==> config.mk <==
export PLATFORM = sky130hd
export DESIGN_NAME = i2c_regbank_slave
export DESIGN_NICKNAME = d
export VERILOG_FILES = /design/src/rtl/i2cs_pkg.sv /design/src/rtl/i2cs_line_sync.sv /design/src/rtl/i2cs_bus_cond.sv /design/src/rtl/i2cs_xfer_fsm.sv /design/src/rtl/i2c_regbank_slave.sv
export SDC_FILE = /design/constraint.sdc
export NUM_CORES = 1
export LEC_CHECK = 0
export CAP_MARGIN = 20
export CORE_UTILIZATION = 50
export CTS_BUF_LIST = sky130_fd_sc_hd__clkbuf_16
export DETAILED_ROUTE_END_ITERATION = 6
export PLACE_DENSITY = 0.73
export SETUP_SLACK_MARGIN = 0.2
export SYNTH_ARGS = -nofsm -noshare
export SYNTH_HDL_FRONTEND = slang
export SYNTH_SLANG_ARGS = --single-unit
==> constraint.sdc <==
create_clock -name clk -period 1.71 [get_ports clk]
set_input_delay 0.342 -clock clk [delete_from_list [all_inputs] [get_ports clk]]
set_output_delay 0.342 -clock clk [all_outputs]
set_load 0.1 [all_outputs]
==> src/rtl/i2cs_pkg.sv <==
package i2cs_pkg;
  localparam int unsigned BYTE_W = 8;

  typedef enum logic [2:0] {
    ST_IDLE,
    ST_RX,
    ST_ACK,
    ST_TX,
    ST_MACK,
    ST_SKIP
  } i2cs_state_e;

  typedef enum logic [1:0] {
    BK_ADDR,
    BK_PTR,
    BK_DATA
  } byte_kind_e;
endpackage

==> src/rtl/i2cs_line_sync.sv <==
module i2cs_line_sync #(
  parameter int unsigned STAGES = 2,
  parameter int unsigned LINES  = 2
) (
  input  logic             clk,
  input  logic             rst_n,
  input  logic [LINES-1:0] line_i,
  output logic [LINES-1:0] line_o
);
  genvar gi;
  generate
    for (gi = 0; gi < LINES; gi++) begin : g_line
      logic [STAGES-1:0] chain_q;
      logic [STAGES-1:0] chain_d;
      if (STAGES > 1) begin : g_multi
        assign chain_d = {chain_q[STAGES-2:0], line_i[gi]};
      end else begin : g_single
        assign chain_d = line_i[gi];
      end
      // idle bus level is high, so reset to ones
      always_ff @(posedge clk or negedge rst_n) begin
        if (!rst_n) chain_q <= '1;
        else        chain_q <= chain_d;
      end
      assign line_o[gi] = chain_q[STAGES-1];
    end
  endgenerate
endmodule

==> src/rtl/i2cs_bus_cond.sv <==
module i2cs_bus_cond (
  input  logic clk,
  input  logic rst_n,
  input  logic scl_s,
  input  logic sda_s,
  output logic scl_rise,
  output logic scl_fall,
  output logic start_det,
  output logic stop_det
);
  logic scl_q, sda_q;

  always_ff @(posedge clk or negedge rst_n) begin
    if (!rst_n) begin
      scl_q <= 1'b1;
      sda_q <= 1'b1;
    end else begin
      scl_q <= scl_s;
      sda_q <= sda_s;
    end
  end

  always_comb begin
    scl_rise  = scl_s & ~scl_q;
    scl_fall  = ~scl_s & scl_q;
    // data moving while the clock stays high marks a bus condition
    start_det = scl_s & scl_q & sda_q & ~sda_s;
    stop_det  = scl_s & scl_q & ~sda_q & sda_s;
  end
endmodule

==> src/rtl/i2cs_xfer_fsm.sv <==
module i2cs_xfer_fsm
  import i2cs_pkg::*;
#(
  parameter logic [6:0]  SLAVE_ADDR = 7'h18,
  parameter int unsigned AW         = 8
) (
  input  logic              clk,
  input  logic              rst_n,
  input  logic              scl_rise,
  input  logic              scl_fall,
  input  logic              start_det,
  input  logic              stop_det,
  input  logic              sda_s,
  input  logic [BYTE_W-1:0] reg_rdata,
  output logic              sda_oe,
  output logic [AW-1:0]     reg_addr,
  output logic [BYTE_W-1:0] reg_wdata,
  output logic              reg_we
);
  localparam int unsigned CW       = $clog2(BYTE_W + 1);
  localparam logic [CW-1:0] FULL   = CW'(BYTE_W);
  localparam logic [CW-1:0] LASTTX = CW'(BYTE_W - 1);

  i2cs_state_e       st_q, st_d;
  byte_kind_e        kind_q, kind_d;
  logic              rw_q, rw_d;
  logic              mack_q, mack_d;
  logic [CW-1:0]     cnt_q, cnt_d;
  logic [BYTE_W-1:0] sh_q, sh_d;
  logic [BYTE_W-1:0] tx_q, tx_d;
  logic [AW-1:0]     ptr_q, ptr_d;
  logic              upd_en;
  logic              addr_hit;

  assign upd_en   = scl_rise | scl_fall | start_det | stop_det;
  assign addr_hit = (sh_q[7:1] == SLAVE_ADDR) || (sh_q == '0);

  always_comb begin
    st_d   = st_q;
    kind_d = kind_q;
    rw_d   = rw_q;
    mack_d = mack_q;
    cnt_d  = cnt_q;
    sh_d   = sh_q;
    tx_d   = tx_q;
    ptr_d  = ptr_q;
    if (stop_det) begin
      st_d = ST_IDLE;
    end else if (start_det) begin
      st_d   = ST_RX;
      kind_d = BK_ADDR;
      cnt_d  = '0;
    end else begin
      unique case (st_q)
        ST_RX: begin
          if (scl_rise && cnt_q != FULL) begin
            sh_d  = {sh_q[BYTE_W-2:0], sda_s};
            cnt_d = cnt_q + 1'b1;
          end else if (scl_fall && cnt_q == FULL) begin
            unique case (kind_q)
              BK_ADDR: begin
                if (addr_hit) begin
                  st_d = ST_ACK;
                  rw_d = sh_q[0];
                end else begin
                  st_d = ST_SKIP;
                end
              end
              BK_PTR: begin
                ptr_d = sh_q[AW-1:0];
                st_d  = ST_ACK;
              end
              default: begin
                ptr_d = ptr_q + 1'b1;
                st_d  = ST_ACK;
              end
            endcase
          end
        end
        ST_ACK: begin
          if (scl_fall) begin
            cnt_d = '0;
            if (kind_q == BK_ADDR && rw_q) begin
              st_d = ST_TX;
              tx_d = reg_rdata;
            end else begin
              st_d   = ST_RX;
              kind_d = (kind_q == BK_ADDR) ? BK_PTR : BK_DATA;
            end
          end
        end
        ST_TX: begin
          if (scl_fall) begin
            if (cnt_q == LASTTX) begin
              st_d  = ST_MACK;
              cnt_d = '0;
              ptr_d = ptr_q + 1'b1;
            end else begin
              tx_d  = {tx_q[BYTE_W-2:0], 1'b0};
              cnt_d = cnt_q + 1'b1;
            end
          end
        end
        ST_MACK: begin
          if (scl_rise) begin
            mack_d = ~sda_s;
          end else if (scl_fall) begin
            if (mack_q) begin
              st_d = ST_TX;
              tx_d = reg_rdata;
            end else begin
              st_d = ST_SKIP;
            end
          end
        end
        default: ;
      endcase
    end
  end

  always_ff @(posedge clk or negedge rst_n) begin
    if (!rst_n) begin
      st_q   <= ST_IDLE;
      kind_q <= BK_ADDR;
      rw_q   <= 1'b0;
      mack_q <= 1'b0;
      cnt_q  <= '0;
      sh_q   <= '0;
      tx_q   <= '0;
      ptr_q  <= '0;
    end else if (upd_en) begin
      st_q   <= st_d;
      kind_q <= kind_d;
      rw_q   <= rw_d;
      mack_q <= mack_d;
      cnt_q  <= cnt_d;
      sh_q   <= sh_d;
      tx_q   <= tx_d;
      ptr_q  <= ptr_d;
    end
  end

  assign sda_oe    = (st_q == ST_ACK) || (st_q == ST_TX && !tx_q[BYTE_W-1]);
  assign reg_addr  = ptr_q;
  assign reg_wdata = sh_q;
  assign reg_we    = (st_q == ST_RX) && (kind_q == BK_DATA) && (cnt_q == FULL) && scl_fall;

  // while ignoring the bus the line stays released
  assert_skip_quiet_R3: assert property (@(posedge clk) disable iff (!rst_n)
    (st_q == ST_SKIP) |-> (!sda_oe && !reg_we));
  // the pointer byte never produces a strobe
  assert_ptr_no_write_R4: assert property (@(posedge clk) disable iff (!rst_n)
    (kind_q == BK_PTR) |-> !reg_we);
endmodule

==> src/rtl/i2c_regbank_slave.sv <==
module i2c_regbank_slave
  import i2cs_pkg::*;
#(
  parameter logic [6:0]  SLAVE_ADDR  = 7'h18,
  parameter int unsigned AW          = 8,
  parameter int unsigned SYNC_STAGES = 2
) (
  input  logic              clk,
  input  logic              rst_n,
  input  logic              scl_i,
  input  logic              sda_i,
  output logic              sda_oe,
  output logic [AW-1:0]     reg_addr,
  output logic [BYTE_W-1:0] reg_wdata,
  output logic              reg_we,
  input  logic [BYTE_W-1:0] reg_rdata
);
  logic [1:0] rst_sync_q;
  logic       rst_n_int;
  logic [1:0] lines_s;
  logic       scl_rise, scl_fall, start_det, stop_det;

  // asynchronous assert, synchronous release
  always_ff @(posedge clk or negedge rst_n) begin
    if (!rst_n) rst_sync_q <= 2'b00;
    else        rst_sync_q <= {rst_sync_q[0], 1'b1};
  end
  assign rst_n_int = rst_sync_q[1];

  i2cs_line_sync #(.STAGES(SYNC_STAGES), .LINES(2)) u_sync (
    .clk    (clk),
    .rst_n  (rst_n_int),
    .line_i ({scl_i, sda_i}),
    .line_o (lines_s)
  );

  i2cs_bus_cond u_cond (
    .clk       (clk),
    .rst_n     (rst_n_int),
    .scl_s     (lines_s[1]),
    .sda_s     (lines_s[0]),
    .scl_rise  (scl_rise),
    .scl_fall  (scl_fall),
    .start_det (start_det),
    .stop_det  (stop_det)
  );

  i2cs_xfer_fsm #(.SLAVE_ADDR(SLAVE_ADDR), .AW(AW)) u_fsm (
    .clk       (clk),
    .rst_n     (rst_n_int),
    .scl_rise  (scl_rise),
    .scl_fall  (scl_fall),
    .start_det (start_det),
    .stop_det  (stop_det),
    .sda_s     (lines_s[0]),
    .reg_rdata (reg_rdata),
    .sda_oe    (sda_oe),
    .reg_addr  (reg_addr),
    .reg_wdata (reg_wdata),
    .reg_we    (reg_we)
  );

  assert_we_on_fall_R5: assert property (@(posedge clk) disable iff (!rst_n_int)
    reg_we |-> scl_fall);
  assert_ptr_step_R5: assert property (@(posedge clk) disable iff (!rst_n_int)
    reg_we |=> (reg_addr == AW'($past(reg_addr) + 1'b1)));
  assert_stop_release_R9: assert property (@(posedge clk) disable iff (!rst_n_int)
    stop_det |=> !sda_oe);
  assert_start_release_R8: assert property (@(posedge clk) disable iff (!rst_n_int)
    start_det |=> !sda_oe);
  assert_oe_moves_late_R10: assert property (@(posedge clk) disable iff (!rst_n_int)
    (sda_oe != $past(sda_oe)) |-> $past(scl_fall || start_det || stop_det));
endmodule

# ---- After elaboration in Yosys (flattened, before gate mapping)
# Cells that the tools add are included.
dict set report classes {
  add_sub_neg 2
  bitwise 17
  n_mux 39
  reduce_logical 26
  n_eq_ne 32
}
# op count
set op_table {}
lappend op_table {{$mux W8} 11}
lappend op_table {{$mux W3} 12}
lappend op_table {{$pmux W8 S2} 2}
lappend op_table {{$pmux W8 S3} 1}
lappend op_table {{$mux W4} 5}
lappend op_table {{$ne A4 B1 Y1 const B} 5}
lappend op_table {{$reduce_and A9 Y1} 2}
lappend op_table {{$ne A2 B1 Y1 const B} 8}
lappend op_table {{$reduce_and A5 Y1} 3}
lappend op_table {{$mux W2} 6}
lappend op_table {{$pmux W3 S4} 1}
lappend op_table {{$pmux W4 S3} 1}
lappend op_table {{$reduce_and A11 Y1} 1}
lappend op_table {{$ne A3 B1 Y1 const B} 3}
lappend op_table {{$add A8 B1 Y8 const B} 1}
lappend op_table {{$logic_not A8 Y1} 1}
lappend op_table {{$ne A2 B2 Y1 const B} 4}
lappend op_table {{$ne A4 B4 Y1 const B} 2}
lappend op_table {{$reduce_and A8 Y1} 1}
lappend op_table {{$and A1 B1 Y1} 7}
lappend op_table {{$eq A7 B5 Y1 const B} 1}
lappend op_table {{$logic_and A1 B1 Y1} 7}
lappend op_table {{$not A1 Y1} 7}
lappend op_table {{$eq A3 B2 Y1 const B} 2}
lappend op_table {{other kinds (17)} 22}
dict set report totals {
  in_bits 12
  output_inout_bits 18
  regBits 43
  word_cells 129
}

# ---- Depth between registers and ports, before layout
# Gate-level depths: netlist of run 1.
dict set report logic_depth {
  word_depth 9
  mapped_depth 8
}

# ---- Hierarchy
# From an unflattened synthesis of run 1, not the netlist that was laid out.
dict set report hier_totals {
  cells_unflattened 230
  area_unflattened_um2 2294.7
}
# mod n_inst area_per_inst_um2 cells_each seq_area_each_um2
set by_module_without_submodules {}
lappend by_module_without_submodules {i2cs_xfer_fsm 1 2035.7 215 875.8}
lappend by_module_without_submodules {i2cs_line_sync 1 120.1 6 105.1}
lappend by_module_without_submodules {i2cs_bus_cond 1 85.1 6 52.6}
lappend by_module_without_submodules {i2c_regbank_slave 1 53.8 3 50.0}

# ---- Worst setup path after synthesis of run 1
# No wires, ideal clock.
dict set report synth_path {
  path_kind {register -> output}
  from {register u_fsm.st_q[2]}
  to {output sda_oe}
  n_path_buf 1
  setup_slack_ns -0.805
  path_stages_with_launch 4
  required_time_ns 1.368
  arrival_ns 2.173
  cell_sequence {dfrtp_1 > buf_6 > nand2b_1 > a21oi_1}
}
dict set report synth_between {
  elab_chain_len 3
  elab_cells_between_ends 4
}
# element line
set synth_lines {}
lappend synth_lines {{start, declared} i2cs_xfer_fsm.sv:24} ;# i2cs_state_e st_q, st_d;
lappend synth_lines {{start signal, assigned} i2cs_xfer_fsm.sv:132} ;# st_q <= st_d;
lappend synth_lines {{$eq A3 B2 Y1} i2cs_xfer_fsm.sv:143} ;# assign sda_oe = (st_q == ST_ACK) || (st_q == ST_TX && !tx_q[BYTE_W-1]);
lappend synth_lines {{$logic_and A1 B1 Y1} i2cs_xfer_fsm.sv:143}
lappend synth_lines {{$logic_or A1 B1 Y1 (*)} i2cs_xfer_fsm.sv:143}
lappend synth_lines {{end, declared} i2c_regbank_slave.sv:12} ;# output logic sda_oe,
# Every way passes the cells marked *; elsewhere a longest branch is shown, timed or not.

# ---- Worst setup path in the final report of run 1
dict set report layout_path {
  from {register u_cond.scl_q}
  to {register u_fsm.mack_q}
}
dict set report layout_between {
  elab_chain_len 6
  elab_cells_between_ends 14
}
# element line
set layout_lines {}
lappend layout_lines {{start, declared} i2cs_bus_cond.sv:11} ;# logic scl_q, sda_q;
lappend layout_lines {{start signal, assigned} i2cs_bus_cond.sv:18} ;# scl_q <= scl_s;
lappend layout_lines {{$and A1 B1 Y1 or $not A1 Y1 (tied branches)} {i2cs_bus_cond.sv:27, i2cs_bus_cond.sv:28, i2cs_bus_cond.sv:24}}
lappend layout_lines {{$and A1 B1 Y1 (on tied branches)} {i2cs_bus_cond.sv:27, i2cs_bus_cond.sv:24}}
lappend layout_lines {{$and A1 B1 Y1 or $or A1 B1 Y1 (tied branches)} {i2cs_bus_cond.sv:27, i2cs_xfer_fsm.sv:35}}
lappend layout_lines {{$or A1 B1 Y1 (2 in a row)} i2cs_xfer_fsm.sv:35} ;# assign upd_en = scl_rise | scl_fall | start_det | stop_det;
lappend layout_lines {{$reduce_and A5 Y1 (no line) (*)} -}
lappend layout_lines {{end signal, assigned} i2cs_xfer_fsm.sv:135} ;# mack_q <= mack_d;
lappend layout_lines {{end, declared} i2cs_xfer_fsm.sv:27} ;# logic mack_q, mack_d;
# Marks and branches as above.
# A chain may end at the register's enable or synchronous reset.

==> run summary, run 1 <==
The number of flops mapped to enable cells by yosys is 0. 30 I/O pins were placed. Summed over all nets, the half-perimeter wirelength after detailed placement is 4.15 mm. The classification of the worst setup path is reg -> reg. The completed layout was analyzed and its total power is 0.00614 W. The synthesized area per cell is between 10 and 15 sq um.

The area share of fa/ha/maj cells after synthesis came out at 0.0307. The final RePlAce weighted congestion is 0.948. The root buffer cell chosen for the clock tree is clkbuf_16. The setup slack after placement is -0.193 ns. The critical path goes through buf_4 > buf_6 > inv_2 > ha_4 > a21oi_4 > buf_6 > buf_6 > buf_6 > buf_6 > buf_6 > nand3_2 > nand2_1 > o21ai_1.

The final number of max-transition violations is 0. The required time reported for the critical path endpoint came out at 1.88 ns. The area fraction in compound gates after synthesis is 0.144. The most frequent cell on the critical path is buf_6. The DRC violation total after the first TritonRoute iteration came out at 138.

The initial core utilization is 0.518. In this run the power density over the cells is 1600 nW/um^2. After synthesis, the largest family of logic cells by area is simple AND/OR/NAND/NOR gates.

The shortest clock period the worst path allows after layout is 2.12 ns. After floorplanning, the core was sized to cover approximately 4700 sq um. The kind of cell with the highest combined delay along the critical path is buffers and inverters.

The setup clock skew after layout is 0.00538 ns. The simple-gate share of the synthesized area came out at 0.232. The initialized floorplan defines 25 standard-cell rows. Fill cells in the final layout number roughly 250. The maximum clock frequency is 473 MHz. The share of the core filled with cells came out at 0.811.

The post-synthesis instance total is 238. Across all setup checks in the final design, the least slack found is -0.406 ns. The delay of the slowest critical-path stage came out at between 0.5 and 0.6 ns. The TritonCTS sink count came out at 43. The number of port buffers is 29. The finished layout cell area is approximately 3800 sq um. The post-synthesis net count came out at 256. The synthesis-stage register bit count came out at 43. In the final routed layout, each cell accounts on average for 16.2 um. The total length of routed wires came out at 6.36 mm. The number of detailed-route iterations in the first pass came out at 4. The total overflow left after global routing is 0. The number of H-tree levels came out at 2. For this run, asynchronously set or reset flops after synthesis account for 1.00. The checks that failed: negative setup slack. For the worst setup path, the data arrival time is between 2 and 2.5 ns. The part of the cycle the worst path needs came out at 1.24.

The portion of netlist area occupied by mux cells is 0.114. Of the total synthesized cell area, the portion taken by XOR and XNOR cells is 0.00358. The number of hold violations in the final report is 0. The number of routed nets with antenna violations is 0.

The via count of the first global-routing pass came out at 2122. The initial antenna violation count is 0. For this run, the register share of the synthesized area comes to 0.443. The most used flip-flop cell after synthesis is dfrtp_1.

The clock reaches the later pin of the worst-skew pair after around 0.29 ns. From synthesis to final layout, the design area changed by 56.6%. The final number of setup-violating endpoints came out at 36.

The run finished, with violations left. The count of distinct cell types in the synthesized netlist came out at 62. The reported max-cap violation count came out at 0. The register area is 1100 sq um. In this run the cell area measured after placement is 3400 sq um. The count of hold-fix buffers inserted at cts came out at 0. After detailed routing, the number of remaining DRC violations is 0.

The worst ir drop on vdd came out at 1.04 mV. The count of vias placed by the detailed router is 2187. In the final layout, the multi-input gates occupy 1460 sq um. The number of warnings printed during yosys synthesis came out at 0. The worst setup path is launched from a register. The buffering stage count on the worst path with inverters included came out at 8. Clock-pin slew was measured on the worst setup and hold paths at 0.06 ns.

TritonCTS built the clock tree. STA classifies the critical path endpoint as a register. The synthesized cell area came out at 2440 sq um. Setup repair after global routing could not meet its margin everywhere.

The total die area came out at 5170 sq um. The global-route wire length before repair came out at about 10 mm. The floorplan die height is 71.9 um. The worst-path cell with the longest stage delay is dfstp_2.

Counting along the longest clock path gives a buffer depth of 2. The pin count of the biggest net entering global routing came out at 42. The die width came out at around 70 um. The final layout contains between 300 and 400 nets. The tightest min-delay check is of the in -> async type. The static leakage is 1.69 nW.

The share of final-layout standard cells stronger than drive strength 1 is 0.502. The number of clock buffers added by TritonCTS is 5. The number of vias per cell came out at 5.58. The number of antenna diodes in the final layout is 0.

For this run, the total global-route usage over all layers was measured as 0.261. The maximum fanout encountered on the critical timing path is 6.
[layer usage]
metal | vias up | GRT usage | wire, um
met2 | 88 | 0.434 | 3190
met4 | 0 | 0.0915 | 214
li1 | 1028 | - | -
met5 | - | 0 | 0
met3 | 20 | 0.0667 | 314
met1 | 1051 | 0.332 | 2640
[logic make-up (layout without fill, tap and decap cells)]
logic type               after synthesis  after routing
other                                  1              1
adder cells (fa/ha/maj)                6              6
flip-flops                            43             43
AO/OA/AOI/OAI                         51             51
AND/OR/NAND/NOR                      101            101
XOR/XNOR                               1              1
buffers and inverters                 15            102
multiplexers                          20             20
[synth_stat cells (3+ instances only)]
cell type	instances	area, sq um
nand2_1	38	143
a21oi_1	14	70.1
a31oi_1	4	25.0
mux2_4	15	225
or2_1	3	18.8
nand3_1	7	35.0
mux2i_1	3	30.0
dfrtp_1	37	926
and3_1	5	31.3
nand3b_1	4	30.0
nor2_1	14	52.6
nor2b_1	5	31.3
buf_2	5	25.0
o22ai_1	3	18.8
nand4_1	3	18.8
ha_1	6	75.1
inv_1	6	22.5
o21ai_0	9	45.0
dfstp_2	6	158
[per-stage QoR]
step                      cells  hold WS [ns]  setup TNS [ns]
final                       392         0.207           -9.65
after global routing        392         0.206          -11.79
after CTS                   384         0.209           -7.41
after detailed placement    368         0.246           -2.86
after global placement      368         0.238           -1.99
after floorplan             238        0.0464           -1.27
[state kept, by name, summed over array words and instances (netlist names)]
name / flops
u_fsm.mack_q: 1
u_fsm.reg_wdata: 8
u_fsm.st_q: 3
u_fsm.rw_q: 1
u_cond.sda_q: 1
u_fsm.reg_addr: 8
u_cond.scl_q: 1
u_fsm.kind_q: 2
u_sync.g_line.chain_q: 4
u_fsm.tx_q: 8
rst_sync_q: 2
u_fsm.cnt_q: 4
[path summary, 6_finish.rpt]
| path | slack (ns) | start | endpoint | depth (start not counted) |
|---|---|---|---|---|
| max | -0.41 | u_cond.scl_q$_DFF_PN1_ | u_fsm.mack_q$_DFFE_PN0P_ | 13 |
| min | 0.21 | rst_n | rst_sync_q[0]$_DFF_PN0_ | 1 |
| max reg2reg | -0.41 | u_cond.scl_q$_DFF_PN1_ | u_fsm.mack_q$_DFFE_PN0P_ | 13 |
| min reg2reg | 0.24 | rst_sync_q[1]$_DFF_PN0_ | u_fsm.tx_q[1]$_DFFE_PN0P_ | 1 |
| max in group asynchronous | 1.21 | rst_sync_q[1]$_DFF_PN0_ | u_sync.g_line[1].chain_q[1]$_DFF_PN1_ | 1 |
| min in group clk | 0.35 | rst_sync_q[0]$_DFF_PN0_ | rst_sync_q[1]$_DFF_PN0_ | 0 |
[power by group]
part	switching (W)	internal (W)
clock network	0.000418	0.000554
logic	0.00201	0.00154
registers	0.000316	0.00131
total	0.00274	0.00340
[layout by cell type, fill, tap and decap left out, types with 4 or more instances in the layout]
cell type        Yosys  layout
nand3b_1             4       4
o21ai_0              9       6
nor2_1              14      11
buf_12               0      21
mux2_4              15      15
and3_1               5       4
nand3_1              7       6
clkbuf_16            0       5
a31oi_1              4       4
a21oi_1             14       5
inv_1                6       4
dfrtp_2              0      11
dfrtp_1             37      24
nand2_1             38      37
buf_4                0      40
clkdlybuf4s50_1      0      11
buf_6                2      15
o21ai_1              2       5
a21oi_2              1       8
dfstp_2              6       6
[what timing repair did]
action                                  4_1_cts  5_1_grt
endpoints found under the setup margin       37       37
gates resized for setup                      26       12
setup buffers                                 8        8
pin swaps                                    15        6
[area by class of cell]
class                      count  area share
multi-input combinational    180       0.382
sequential                    43       0.289
timing repair buffer          87       0.261
clock buffer                   5      0.0327
tap                           67      0.0219
clock inverter                 3     0.00686
inverter                       7     0.00686
(Power assumes the default switching activity.)
==> inputs of run 2 (changes only) <==
--- a/config.mk
+++ b/config.mk
@@ -5,9 +5,9 @@
 export SDC_FILE = /design/constraint.sdc
 export NUM_CORES = 1
 export LEC_CHECK = 0
-export CAP_MARGIN = 20
 export CORE_UTILIZATION = 50
 export CTS_BUF_LIST = sky130_fd_sc_hd__clkbuf_16
+export CTS_CLUSTER_SIZE = 14
 export DETAILED_ROUTE_END_ITERATION = 6
 export PLACE_DENSITY = 0.73
 export SETUP_SLACK_MARGIN = 0.2
==> results of run 2 <==
The final DEF is identical to that of run 1; final timing and power are the same.
